`src/rtl/sdr_seq_pkg.sv`:
```
// Package: shared field positions, pin encodings and helpers for the
// SDRAM command sequencer. Assumes a 32-bit configuration word.
package sdr_seq_pkg;

    localparam int CFG_W      = 32;
    localparam int RELOAD_W   = 15;
    localparam int B_REF_EN   = 31;
    localparam int B_TRP      = 30;
    localparam int B_TRFC_LO  = 27;
    localparam int B_CAS      = 26;
    localparam int B_CODE_LO  = 18;
    localparam int B_RO_MOB   = 16;
    localparam int B_RO_WIDE  = 15;
    localparam int CNT_W      = 4;

    // Command codes written by the host.
    localparam logic [2:0] CODE_PRE = 3'b010;
    localparam logic [2:0] CODE_REF = 3'b100;
    localparam logic [2:0] CODE_LMR = 3'b110;
    localparam logic [2:0] CODE_EMR = 3'b111;

    // Mode-word fields.
    localparam logic [2:0] MR_BL8 = 3'b011;

    typedef struct packed {
        logic cs_n;
        logic ras_n;
        logic cas_n;
        logic we_n;
    } sd_pins_t;

    localparam sd_pins_t PINS_NOP = '{cs_n: 1'b0, ras_n: 1'b1, cas_n: 1'b1, we_n: 1'b1};
    localparam sd_pins_t PINS_PRE = '{cs_n: 1'b0, ras_n: 1'b0, cas_n: 1'b1, we_n: 1'b0};
    localparam sd_pins_t PINS_REF = '{cs_n: 1'b0, ras_n: 1'b0, cas_n: 1'b0, we_n: 1'b1};
    localparam sd_pins_t PINS_MRS = '{cs_n: 1'b0, ras_n: 1'b0, cas_n: 1'b0, we_n: 1'b0};

    // True for the four codes the sequencer executes.
    function automatic logic code_known(input logic [2:0] c);
        return (c == CODE_PRE) || (c == CODE_REF) || (c == CODE_LMR) || (c == CODE_EMR);
    endfunction

endpackage

```
`src/rtl/sdr_cfg_reg.sv`:
```
// Configuration word storage. Holds the writable fields and guards the
// self-clearing command field: a write cannot alter a non-zero code, and
// the engine's clear strobe zeroes it. Bits 16/15 are tied to parameters.
module sdr_cfg_reg
    import sdr_seq_pkg::*;
#(
    parameter bit MOBILE_CAP = 1'b0,
    parameter bit WIDE_CAP   = 1'b0
) (
    input  logic             clk,
    input  logic             rst_n,
    input  logic             wr_en,
    input  logic [CFG_W-1:0] wr_data,
    input  logic             cmd_clear,
    output logic [CFG_W-1:0] cfg_q
);

    localparam logic [CFG_W-1:0] CODE_MASK = {{(CFG_W-3){1'b0}}, 3'b111} << B_CODE_LO;
    localparam logic [CFG_W-1:0] RO_MASK   = (CFG_W'(1) << B_RO_MOB) | (CFG_W'(1) << B_RO_WIDE);
    localparam logic [CFG_W-1:0] GEN_MASK  = ~(CODE_MASK | RO_MASK);

    logic [CFG_W-1:0] base_q;
    logic [2:0]       code_q;

    // Plain writable fields: take every host write.
    always_ff @(posedge clk) begin
        if (!rst_n) base_q <= '0;
        else if (wr_en) base_q <= wr_data & GEN_MASK;
    end

    // Command field: clear wins, a write lands only while the field is empty.
    always_ff @(posedge clk) begin
        if (!rst_n) code_q <= '0;
        else if (cmd_clear) code_q <= '0;
        else if (wr_en && code_q == 3'b000) code_q <= wr_data[B_CODE_LO +: 3];
    end

    // Read view: storage plus command field plus fixed capability bits.
    always_comb begin
        cfg_q                   = base_q;
        cfg_q[B_CODE_LO +: 3]   = code_q;
        cfg_q[B_RO_MOB]         = MOBILE_CAP;
        cfg_q[B_RO_WIDE]        = WIDE_CAP;
    end

    a_r4_clear_zeroes: assert property (@(posedge clk) disable iff (!rst_n)
        cmd_clear |=> (code_q == 3'b000));

    a_r10_code_held: assert property (@(posedge clk) disable iff (!rst_n)
        (code_q != 3'b000 && !cmd_clear) |=> $stable(code_q));

endmodule

```
`src/rtl/sdr_refresh_timer.sv`:
```
// Refresh pacing. A down-counter reloads from the host value on an enabling
// write and from the stored value each time it expires; expiry sets a
// pending flag that holds until the engine takes it.
module sdr_refresh_timer
    import sdr_seq_pkg::*;
#(
    parameter int RW = RELOAD_W
) (
    input  logic          clk,
    input  logic          rst_n,
    input  logic          enable,
    input  logic          reload_req,
    input  logic [RW-1:0] reload_new,
    input  logic [RW-1:0] reload_cur,
    input  logic          ref_taken,
    output logic          ref_pend
);

    logic [RW-1:0] cnt_q;
    logic          pend_q;
    logic          fire;

    assign fire     = enable && !reload_req && (cnt_q == '0);
    assign ref_pend = pend_q;

    // Counter: reload on write, wrap to the stored value on expiry.
    always_ff @(posedge clk) begin
        if (!rst_n) cnt_q <= '0;
        else if (reload_req) cnt_q <= reload_new;
        else if (enable) cnt_q <= (cnt_q == '0) ? reload_cur : cnt_q - 1'b1;
    end

    // Pending flag: set on expiry, cleared only when the engine issues it.
    always_ff @(posedge clk) begin
        if (!rst_n) pend_q <= 1'b0;
        else pend_q <= (pend_q && !ref_taken) || fire;
    end

    a_r9_pend_held: assert property (@(posedge clk) disable iff (!rst_n)
        (pend_q && !ref_taken) |=> pend_q);

    a_r8_frozen_when_off: assert property (@(posedge clk) disable iff (!rst_n)
        (!enable && !reload_req) |=> $stable(cnt_q));

endmodule

```
`src/rtl/sdr_cmd_engine.sv`:
```
// Command engine. From idle it starts a pending refresh first, else a known
// manual code; it drives the command for one clock, then NOP until the
// command's interval ends. Assumes ADDR_W >= 11 (bit 10 = precharge-all).
module sdr_cmd_engine
    import sdr_seq_pkg::*;
#(
    parameter int ADDR_W = 13
) (
    input  logic              clk,
    input  logic              rst_n,
    input  logic              trp_sel,
    input  logic [2:0]        trfc_field,
    input  logic              cas_sel,
    input  logic [2:0]        op_code,
    input  logic              ref_pend,
    output logic              ref_taken,
    output logic              cmd_clear,
    output sd_pins_t          pins,
    output logic [1:0]        ba,
    output logic [ADDR_W-1:0] addr
);

    logic                busy_q, man_q;
    logic [CNT_W-1:0]    cnt_q;
    sd_pins_t            pins_q;
    logic [1:0]          ba_q;
    logic [ADDR_W-1:0]   addr_q;

    logic                start_man, drop_code;
    logic [CNT_W-1:0]    n_trp, n_trfc, n_rcd, man_len;
    sd_pins_t            man_pins;
    logic [1:0]          man_ba;
    logic [ADDR_W-1:0]   man_addr, mode_word;

    // Interval lengths from the configuration bits.
    always_comb begin
        n_trp  = trp_sel ? CNT_W'(3) : CNT_W'(2);
        n_trfc = CNT_W'(3) + CNT_W'(trfc_field);
        n_rcd  = cas_sel ? CNT_W'(3) : CNT_W'(2);
    end

    // Mode word: burst length 8, sequential burst, selected CAS latency.
    always_comb begin
        mode_word      = '0;
        mode_word[2:0] = MR_BL8;
        mode_word[6:4] = cas_sel ? 3'b011 : 3'b010;
    end

    // Idle decisions: refresh outranks a manual code.
    always_comb begin
        ref_taken = !busy_q && ref_pend;
        start_man = !busy_q && !ref_pend && code_known(op_code);
        drop_code = !busy_q && !ref_pend && (op_code != 3'b000) && !code_known(op_code);
        cmd_clear = (busy_q && man_q && cnt_q == CNT_W'(1)) || drop_code;
    end

    // Pin pattern, address and interval of the manual command.
    always_comb begin
        man_pins = PINS_NOP;
        man_addr = '0;
        man_ba   = 2'b00;
        man_len  = n_rcd;
        case (op_code)
            CODE_PRE: begin man_pins = PINS_PRE; man_addr[10] = 1'b1; man_len = n_trp; end
            CODE_REF: begin man_pins = PINS_REF; man_len = n_trfc; end
            CODE_LMR: begin man_pins = PINS_MRS; man_addr = mode_word; end
            CODE_EMR: begin man_pins = PINS_MRS; man_ba = 2'b10; end
            default:  ;
        endcase
    end

    // Sequencer state and registered pins.
    always_ff @(posedge clk) begin
        if (!rst_n) begin
            busy_q <= 1'b0;
            man_q  <= 1'b0;
            cnt_q  <= '0;
            pins_q <= PINS_NOP;
            ba_q   <= 2'b00;
            addr_q <= '0;
        end else if (ref_taken) begin
            busy_q <= 1'b1;
            man_q  <= 1'b0;
            cnt_q  <= n_trfc - 1'b1;
            pins_q <= PINS_REF;
            ba_q   <= 2'b00;
            addr_q <= '0;
        end else if (start_man) begin
            busy_q <= 1'b1;
            man_q  <= 1'b1;
            cnt_q  <= man_len - 1'b1;
            pins_q <= man_pins;
            ba_q   <= man_ba;
            addr_q <= man_addr;
        end else begin
            pins_q <= PINS_NOP;
            ba_q   <= 2'b00;
            addr_q <= '0;
            if (busy_q) begin
                cnt_q <= cnt_q - 1'b1;
                if (cnt_q == CNT_W'(1)) busy_q <= 1'b0;
            end
        end
    end

    assign pins = pins_q;
    assign ba   = ba_q;
    assign addr = addr_q;

    a_r12_nop_while_busy: assert property (@(posedge clk) disable iff (!rst_n)
        busy_q |=> (pins_q == PINS_NOP));

    a_r3_single_clock_cmd: assert property (@(posedge clk) disable iff (!rst_n)
        (pins_q != PINS_NOP) |=> (pins_q == PINS_NOP));

endmodule

```
`src/rtl/sdr_cmd_seq.sv`:
```
// Top: SDRAM command and refresh sequencer. Connects the configuration
// register, the refresh timer and the command engine. Assumes one clock
// domain and a host that polls the command field for completion.
module sdr_cmd_seq
    import sdr_seq_pkg::*;
#(
    parameter int ADDR_W     = 13,
    parameter bit MOBILE_CAP = 1'b0,
    parameter bit WIDE_CAP   = 1'b0
) (
    input  logic              clk,
    input  logic              rst_n,
    input  logic              cfg_wr_en,
    input  logic [31:0]       cfg_wr_data,
    output logic [31:0]       cfg_rd_data,
    output logic              sd_cs_n,
    output logic              sd_ras_n,
    output logic              sd_cas_n,
    output logic              sd_we_n,
    output logic [1:0]        sd_ba,
    output logic [ADDR_W-1:0] sd_addr
);

    logic [CFG_W-1:0] cfg_q;
    logic             cmd_clear, ref_pend, ref_taken;
    sd_pins_t         pins;

    sdr_cfg_reg #(.MOBILE_CAP(MOBILE_CAP), .WIDE_CAP(WIDE_CAP)) u_cfg (
        .clk       (clk),
        .rst_n     (rst_n),
        .wr_en     (cfg_wr_en),
        .wr_data   (cfg_wr_data),
        .cmd_clear (cmd_clear),
        .cfg_q     (cfg_q)
    );

    sdr_refresh_timer #(.RW(RELOAD_W)) u_tmr (
        .clk        (clk),
        .rst_n      (rst_n),
        .enable     (cfg_q[B_REF_EN]),
        .reload_req (cfg_wr_en && cfg_wr_data[B_REF_EN]),
        .reload_new (cfg_wr_data[RELOAD_W-1:0]),
        .reload_cur (cfg_q[RELOAD_W-1:0]),
        .ref_taken  (ref_taken),
        .ref_pend   (ref_pend)
    );

    sdr_cmd_engine #(.ADDR_W(ADDR_W)) u_eng (
        .clk        (clk),
        .rst_n      (rst_n),
        .trp_sel    (cfg_q[B_TRP]),
        .trfc_field (cfg_q[B_TRFC_LO +: 3]),
        .cas_sel    (cfg_q[B_CAS]),
        .op_code    (cfg_q[B_CODE_LO +: 3]),
        .ref_pend   (ref_pend),
        .ref_taken  (ref_taken),
        .cmd_clear  (cmd_clear),
        .pins       (pins),
        .ba         (sd_ba),
        .addr       (sd_addr)
    );

    assign cfg_rd_data = cfg_q;
    assign sd_cs_n     = pins.cs_n;
    assign sd_ras_n    = pins.ras_n;
    assign sd_cas_n    = pins.cas_n;
    assign sd_we_n     = pins.we_n;

endmodule

```
`config.mk`:
```
export PLATFORM = sky130hd
export DESIGN_NAME = sdr_cmd_seq
export DESIGN_NICKNAME = d
export VERILOG_FILES = /design/src/rtl/sdr_seq_pkg.sv /design/src/rtl/sdr_cfg_reg.sv /design/src/rtl/sdr_refresh_timer.sv /design/src/rtl/sdr_cmd_engine.sv /design/src/rtl/sdr_cmd_seq.sv
export SDC_FILE = /design/constraint.sdc
export NUM_CORES = 1
export LEC_CHECK = 0
export ABC_AREA = 1
export BUFFER_PORTS_ARGS = -buffer_cell sky130_fd_sc_hd__buf_2
export CAP_MARGIN = 20
export CORE_MARGIN = 8
export CORE_UTILIZATION = 45
export CTS_BUF_LIST = sky130_fd_sc_hd__clkbuf_16
export DETAILED_ROUTE_END_ITERATION = 16
export GPL_TIMING_DRIVEN = 0
export PLACE_DENSITY = 0.72
export SKIP_LAST_GASP = 1
export SYNTH_ARGS = -nofsm -noshare
export SYNTH_HDL_FRONTEND = slang
export SYNTH_HIERARCHICAL = 1
export SYNTH_SLANG_ARGS = --single-unit
```
`constraint.sdc`:
```
create_clock -name clk -period 1.6 [get_ports clk]
set_input_delay 0.24 -clock clk [delete_from_list [all_inputs] [get_ports clk]]
set_output_delay 0.24 -clock clk [all_outputs]
set_load 0.03 [all_outputs]
```
==> results of run 1 <==
state kept, by name (all words and copies together), names as in the netlist:
signal,cells
u_eng/busy_q,1
u_cfg/base_q,27
u_eng/addr,4
u_tmr/cnt_q,15
u_eng/pins,3
u_cfg/code_q,3
u_eng/man_q,1
u_tmr/ref_pend,1
u_eng/cnt_q,4
u_eng/ba,1
power by group:
part           leakage, nW  switching, W  internal [W]
Clock                0.141      0.000683       0.00118
Combinational         1.54       0.00117      0.000740
Sequential           0.499      0.000158       0.00165
stage by stage:
step                TNS [ns]  hold WS [ns]  area (µm²)  cells
floorplan                  0         0.316        3480    496
global placement      -0.733         0.461        3970    669
detailed placement    -0.987         0.469        3970    669
CTS                        0         0.127        4280    686
global route          -0.241         0.149        4490    698
finish                     0         0.133        4490    698
cell usage in the layout (no fill, tap or decap), drive strengths merged, types with 12 or more instances in the layout:
cell	Yosys	layout
nand2	85	85
nand3	42	42
nor2	91	91
clkbuf	3	13
a22oi	15	15
inv	60	60
dfxtp	60	60
conb	2	12
a21oi	31	31
o21ai	39	39
buf	25	108
cell type report:
class                           count  area share
Buffer                             28      0.0491
Sequential cell                    60       0.272
Tap cell                          102      0.0284
Timing Repair Buffer               84       0.102
Inverter                           61      0.0544
Clock inverter                      7      0.0131
Clock buffer                        9      0.0502
Multi-Input combinational cell    347       0.430
kinds of logic after synthesis:
family | after synthesis | share of synthesized area
flops | 60 | 0.350
other cells | 2 | 0.00219
buf+inv | 89 | 0.133
fa+ha+maj | 7 | 0.0256
simple gates | 235 | 0.327
xor+xnor | 5 | 0.0128
compound gates | 88 | 0.149
repair_timing:
| action | CTS | global route |
|---|---|---|
| pin swaps | 1 | 20 |
| endpoints found under the setup margin | 14 | 17 |
| hold buffers | 0 | 0 |
| resized for setup | 8 | 33 |
| gates cloned | 0 | 0 |
| buffers inserted | 1 | 12 |
worst paths after layout:
check	start	endpoint	depth (start not counted)
worst min-delay path	cfg_wr_data[17]	u_cfg/base_q[17]	3
worst min register to register	u_eng/man_q	u_eng/man_q	2
worst max-delay path	u_tmr/cnt_q[0]	u_tmr/cnt_q[8]	11
worst max register to register	u_tmr/cnt_q[0]	u_tmr/cnt_q[8]	11
worst min-delay path: cells and delay by family:
kind / cells / cell delay, ns
simple gates: 2 / 0.11
buf+inv: 1 / 0.08
layer usage:
layer  part of all wire  vias to the layer above
met5                  0                        -
met2               0.48                      115
met3              0.070                       18
li1                   -                     1755
met4              0.023                        0
met1               0.43                     1581
==> results.txt, run 1 <==
----------------------------------------------------
[Outcome]
  Outcome ... completed

[Synthesis]
  Warning count from the yosys run ... 6
  Most area-consuming cells after synthesis ... dfxtp_1, nor2_1, nand2_1
  Cell with the most instances after synthesis ... nor2_1
  Number of synthesized flops with an enable pin ... 0
  Combined area of all synthesized cells ... 3430 µm²
  Leading register cell type out of synthesis ... dfxtp_1
  Number of standard cells after synthesis ... 486
  Area share of the leading cell type in the synthesized netlist ... 0.350
  Count of different cell masters after synthesis ... 38
  Syn Area/Cell ... 7.05 µm²
  Sequential fraction of the synthesis area ... 0.350
  Most numerous cell types in the synthesized netlist ... nor2_1, nand2_1, dfxtp_1
  Synth Register Bits ... 60
  Leading area contributor after synthesis ... dfxtp_1
  Post-synthesis async set-or-reset flop share ... 0

[Layout]
  Area growth from synthesis to layout ... 31.0%
  Area taken by multi-input logic gates ... 1930 µm²
  Core Util, Final ... 0.593
  Layout Nets ... 633
  Number of diodes added for antenna fixing ... 0
  Number of fillers in the final layout ... 692
  Flip-flop and latch area ... 1220 µm²
  Share of layout cells above drive strength 1 ... 0.327

[Critical path]
  Delay-heaviest family, CP ... simple AND/OR/NAND/NOR gates
  Required arrival time at the worst endpoint ... 1.79 ns
  Critical path start-end classification ... flop to flop
  Data arrival, critical path ... 1.75 ns
  Category of the worst setup path capture point ... flop
  Kind of start point of the critical path ... flop
  Most prevalent standard cell on the critical path ... inv_2
  Buf+Inv Stages, Crit Path ... 3
  Cell at the slowest stage of the critical path ... dfxtp_2
  Worst stage delay on the critical path ... 0.33 ns
  Minimum setup slack among reg-to-reg paths ... 0.04 ns
  Critical-path maximum fanout ... 8
  Worst path cell trace ... inv_2 > ha_4 > inv_2 > nor2_4 > nand2_4 > nor2_8 > nand2_8 > clkinvlp_4 > nand2_1 > nand3_1 > a21oi_2

[Clocking]
  Buffer levels on the longest clock path ... 2
  H-tree depth reported by CTS ... 3
  CTS clk-pin slew, worst paths ... 0.05 ns
  Latest clock arrival within the worst-skew pair ... 0.33 ns
  CTS tree ... done
  Cell chosen for the clock root ... clkbuf_16
  Inserted Clock Buffers ... 9
  Clock sinks ... 60

[STA]
  Relative slew slack ... 0.598
  Final Hold Fails ... 0
  Setup Viol. Count Final ... 0
  Minimum clock period ... 1.56 ns
  Slew at the pin with the worst max-slew slack ... 0.603 ns
  Highest clock rate ... 642 MHz
  Post-Route Skew ... 0.00518 ns
  Setup repair after global routing missed its margin ... true
  Final worst-path cycle share ... 0.973
  Setup slack of the critical path after layout ... 0.0436 ns
  Max Slew Vio Count ... 0

[GRT]
  Vias in the first global route ... 3,188
  Initial antenna violation count ... 0
  Wire length of the first global-routing pass ... 15,000 µm
  Global routing usage on met3 ... 0.0368
  Routing usage on met1 ... 0.212
  Met2 Track Usage GR ... 0.306
  GRT Residual Overflow ... 0
  Layer with the highest usage ... met2
  Pin count of the biggest net entering global routing ... 11
  GRT Overall Usage ... 0.182

[Floorplanning]
  Die area ... 10,700 µm²
  Boundary Pins ... 86
  Initial standard-cell utilization of the core ... 0.453
  Die Height ... 103 µm
  Die extent in x ... 103 µm
  Row Count ... 32
  Placeable Area ... 7570 µm²

[Placement]
  Worst setup slack after placement ... -0.132 ns
  Number of input and output port buffers inserted ... 71
  HPWL reported at the end of detailed placement ... 6850 µm
  Routability congestion estimate ... 0.910

[Route]
  Total DRC errors in the routed layout ... 0
  Overall routed net length ... 9670 µm
  Routed vias ... 3,469
  DRT iter0 DRCs ... 180
  TritonRoute pass-1 iters ... 4
  Routed wire per std cell ... 13.9 µm
  Final ANT Viol Nets ... 0
  Ratio of routed vias to standard cells ... 4.97

[Pwr]
  Worst supply voltage drop on vdd ... 0.000612 V
  Power Dens Cells ... 1240 nW/µm²
  Total design power ... 0.00559 W
  Leak ... 2.18 nW

[Min path]
  Type of the most critical hold path ... input pin to flop

[Run]
  Number of maximum-capacitance violations ... 0

----------------------------------------------------
Power figures use the tool's default switching activity.
==> run 2: changes to the inputs <==
--- a/config.mk
+++ b/config.mk
@@ -13,7 +13,9 @@
 export CTS_BUF_LIST = sky130_fd_sc_hd__clkbuf_16
 export DETAILED_ROUTE_END_ITERATION = 16
 export GPL_TIMING_DRIVEN = 0
+export HOLD_SLACK_MARGIN = 0.02
 export PLACE_DENSITY = 0.72
+export RECOVER_POWER = 100
 export SKIP_LAST_GASP = 1
 export SYNTH_ARGS = -nofsm -noshare
 export SYNTH_HDL_FRONTEND = slang
==> results.txt, run 2 (same netlist as run 1, synthesis figures left out) <==
----------------------------------------------------
[Placement]
  Number of input and output port buffers inserted ... 71 (unchanged)
  HPWL reported at the end of detailed placement ... 6850 µm (unchanged)
  Worst setup slack after placement ... -0.132 ns (unchanged)
  Routability congestion estimate ... 0.910 (unchanged)
  Total placed cells including tap cells ... 669 (unchanged)

[Pwr]
  Total design power ... 0.00557 W (-0.30%)
  Power Dens Cells ... 1250 nW/µm² (+0.69%)
  Switching Fraction ... 0.362 (+0.000983)
  Part of the total power dissipated in sequential elements ... 0.325 (+0.002)
  Worst supply voltage drop on vdd ... 0.000614 V (+0.27%)
  Internal power contribution ... 0.00355 W (-0.45%)
  Net switching component of the power ... 0.00202 W (about the same)
  Leak ... 2.05 nW (-5.7%)
  Relative contribution of the clock network to total power ... 0.335 (about the same)
  Part of the power in combinational logic ... 0.341 (-0.002)

[STA]
  Max Slew Vio Count ... 0 (unchanged)
  Setup repair after global routing missed its margin ... true
  Setup_tns ... 0 ns (unchanged)
  Slew at the pin with the worst max-slew slack ... 0.594 ns (-0.00910 ns)
  Minimum clock period ... 1.56 ns (-0.000321 ns)
  Setup slack of the critical path after layout ... 0.0439 ns (+0.000321 ns)
  Post-Route Skew ... 0.00517 ns (-0.0000100 ns)
  Final Hold Fails ... 0 (unchanged)
  Highest clock rate ... 643 MHz (about the same)
  Setup Viol. Count Final ... 0 (unchanged)
  Final worst-path cycle share ... 0.973 (about the same)
  Relative slew slack ... 0.604 (+0.00607)

[Clocking]
  Latest clock arrival within the worst-skew pair ... 0.33 ns (about the same)
  Buffer levels on the longest clock path ... 2 (unchanged)
  Hold-fix buffer count after cts ... 0 (unchanged)
  Inserted Clock Buffers ... 9 (unchanged)
  Clock sinks ... 60 (unchanged)
  CTS tree ... done
  CTS clk-pin slew, worst paths ... 0.05 ns (about the same)
  Cell chosen for the clock root ... clkbuf_16
  H-tree depth reported by CTS ... 3 (unchanged)

[Critical path]
  Critical path start-end classification ... flop to flop
  Cell at the slowest stage of the critical path ... dfxtp_2
  Critical-path maximum fanout ... 10 (+2)
  Required arrival time at the worst endpoint ... 1.86 ns (+0.07 ns)
  Worst stage delay on the critical path ... 0.33 ns (about the same)
  Category of the worst setup path capture point ... flop
  Worst path cell trace ... inv_2 > ha_4 > inv_2 > nor2_4 > nand2_4 > nor2_8 > nand2_8 > buf_6 > nand2_1 > nand3_1 > a21oi_2
  Most prevalent standard cell on the critical path ... inv_2
  Data arrival, critical path ... 1.81 ns (+0.06 ns)
  Kind of start point of the critical path ... flop

[GRT]
  Initial antenna violation count ... 0 (unchanged)
  GRT Overall Usage ... 0.182 (unchanged)
  Wire length of the first global-routing pass ... 15,000 µm (unchanged)
  Vias in the first global route ... 3,188 (unchanged)
  GRT Residual Overflow ... 0 (unchanged)
  Pin count of the biggest net entering global routing ... 11 (unchanged)

[Layout]
  Number of diodes added for antenna fixing ... 0 (unchanged)
  Area growth from synthesis to layout ... 29.7%
  Most frequent cells in the layout ... nor2_1, nand2_1, dfxtp_1
  Layout Nets ... 633 (unchanged)
  Biggest registers after layout ... u_cfg/base_q x27, u_tmr/cnt_q x15
  Post-layout instance count excluding filler cells ... 698 (unchanged)
  Register containing the most flip-flops in the final layout ... u_cfg/base_q
  Core Util, Final ... 0.587 (-0.00579)
  Share of layout cells above drive strength 1 ... 0.268 (-0.0587)
  Number of flip-flops in the largest register ... 27 (unchanged)
  Most common library cell in the layout ignoring fill and taps ... nor2_1

[Floorplanning]
  Placeable Area ... 7570 µm² (unchanged)
  Die Height ... 103 µm (unchanged)
  Row Count ... 32 (unchanged)
  Initial standard-cell utilization of the core ... 0.453 (unchanged)
  Die area ... 10,700 µm² (unchanged)
  Boundary Pins ... 86 (unchanged)
  Die extent in x ... 103 µm (unchanged)

[Route]
  TritonRoute pass-1 iters ... 5 (+1)
  Routed vias ... 3,463 (-0.17%)
  Total DRC errors in the routed layout ... 0 (unchanged)
  Final ANT Viol Nets ... 0 (unchanged)
  Ratio of routed vias to standard cells ... 4.96 (-0.17%)
  Routed wire per std cell ... 13.9 µm (+0.23%)
  DRT iter0 DRCs ... 157 (-13%)
  Overall routed net length ... 9700 µm (+0.23%)

[Outcome]
  Outcome ... completed

[Run]
  Number of maximum-capacitance violations ... 0 (unchanged)

[Min path]
  Type of the most critical hold path ... input pin to flop

----------------------------------------------------
-- run 2: cell types whose count changed in the layout (fill, tap and decap cells not counted) --
cell,previous run,this run
buf_2,74,39
clkbuf_1,2,37
o21ai_0,24,33
o21ai_1,12,3
-- run 2: critical path: cells and delay by family (launching register included) --
family / cells / cell delay [ns]
AND/OR/NAND/NOR: 6 / 0.59
flip-flops: 1 / 0.33
buffers and inverters: 3 / 0.28
adder cells (fa/ha/maj): 1 / 0.14
AO/OA/AOI/OAI: 1 / 0.13
-- run 2: cell type report --
class | count | area (µm²)
buffer | 28 | 218
clock buffer | 9 | 225
clock inverter | 7 | 58.8
fill | 713 | 3120
inverter | 61 | 244
multi-input combinational | 347 | 1930
sequential | 60 | 1220
tap | 102 | 128
timing repair buffer | 84 | 417
-- run 2: power groups by stage --
stage / clock [W] / sequential, W / combinational [W]
after global placement: 0 / 0.00182 / 0.00164
after global routing: 0.00196 / 0.00183 / 0.00210
after CTS: 0.00189 / 0.00180 / 0.00172
after floorplan: 0 / 0.00192 / 0.00119
after detailed placement: 0 / 0.00183 / 0.00168
final: 0.00187 / 0.00181 / 0.00190
-- run 2: metrics by stage --
step                area (µm²)  hold WS (ns)
global route              4440         0.149
global placement          3970         0.461
floorplan                 3480         0.316
CTS                       4280         0.127
finish                    4440         0.133
detailed placement        3970         0.469
-- run 2: final timing paths --
kind              slack [ns]               end  cells past startpoint            start
setup / recovery        0.04    u_tmr/cnt_q[0]                     11   u_tmr/cnt_q[0]
hold / removal          0.13  u_cfg/base_q[17]                      3  cfg_wr_data[17]
setup reg to reg        0.04    u_tmr/cnt_q[0]                     11   u_tmr/cnt_q[0]
hold reg to reg         0.48       u_eng/man_q                      2      u_eng/man_q
-- run 2: timing repair --
| action | CTS | global route |
|---|---|---|
| resized for setup | 8 | 33 |
| buffers inserted | 1 | 12 |
| pin swaps | 1 | 20 |
| endpoints found under the setup margin | 14 | 17 |
-- run 2: metal layers --
layer,up-vias,global-route usage,part of all wire
met3,18,0.0368,0.067
met5,-,0,0
met2,96,0.306,0.47
li1,1756,-,-
met1,1593,0.212,0.44
met4,0,0.0979,0.023
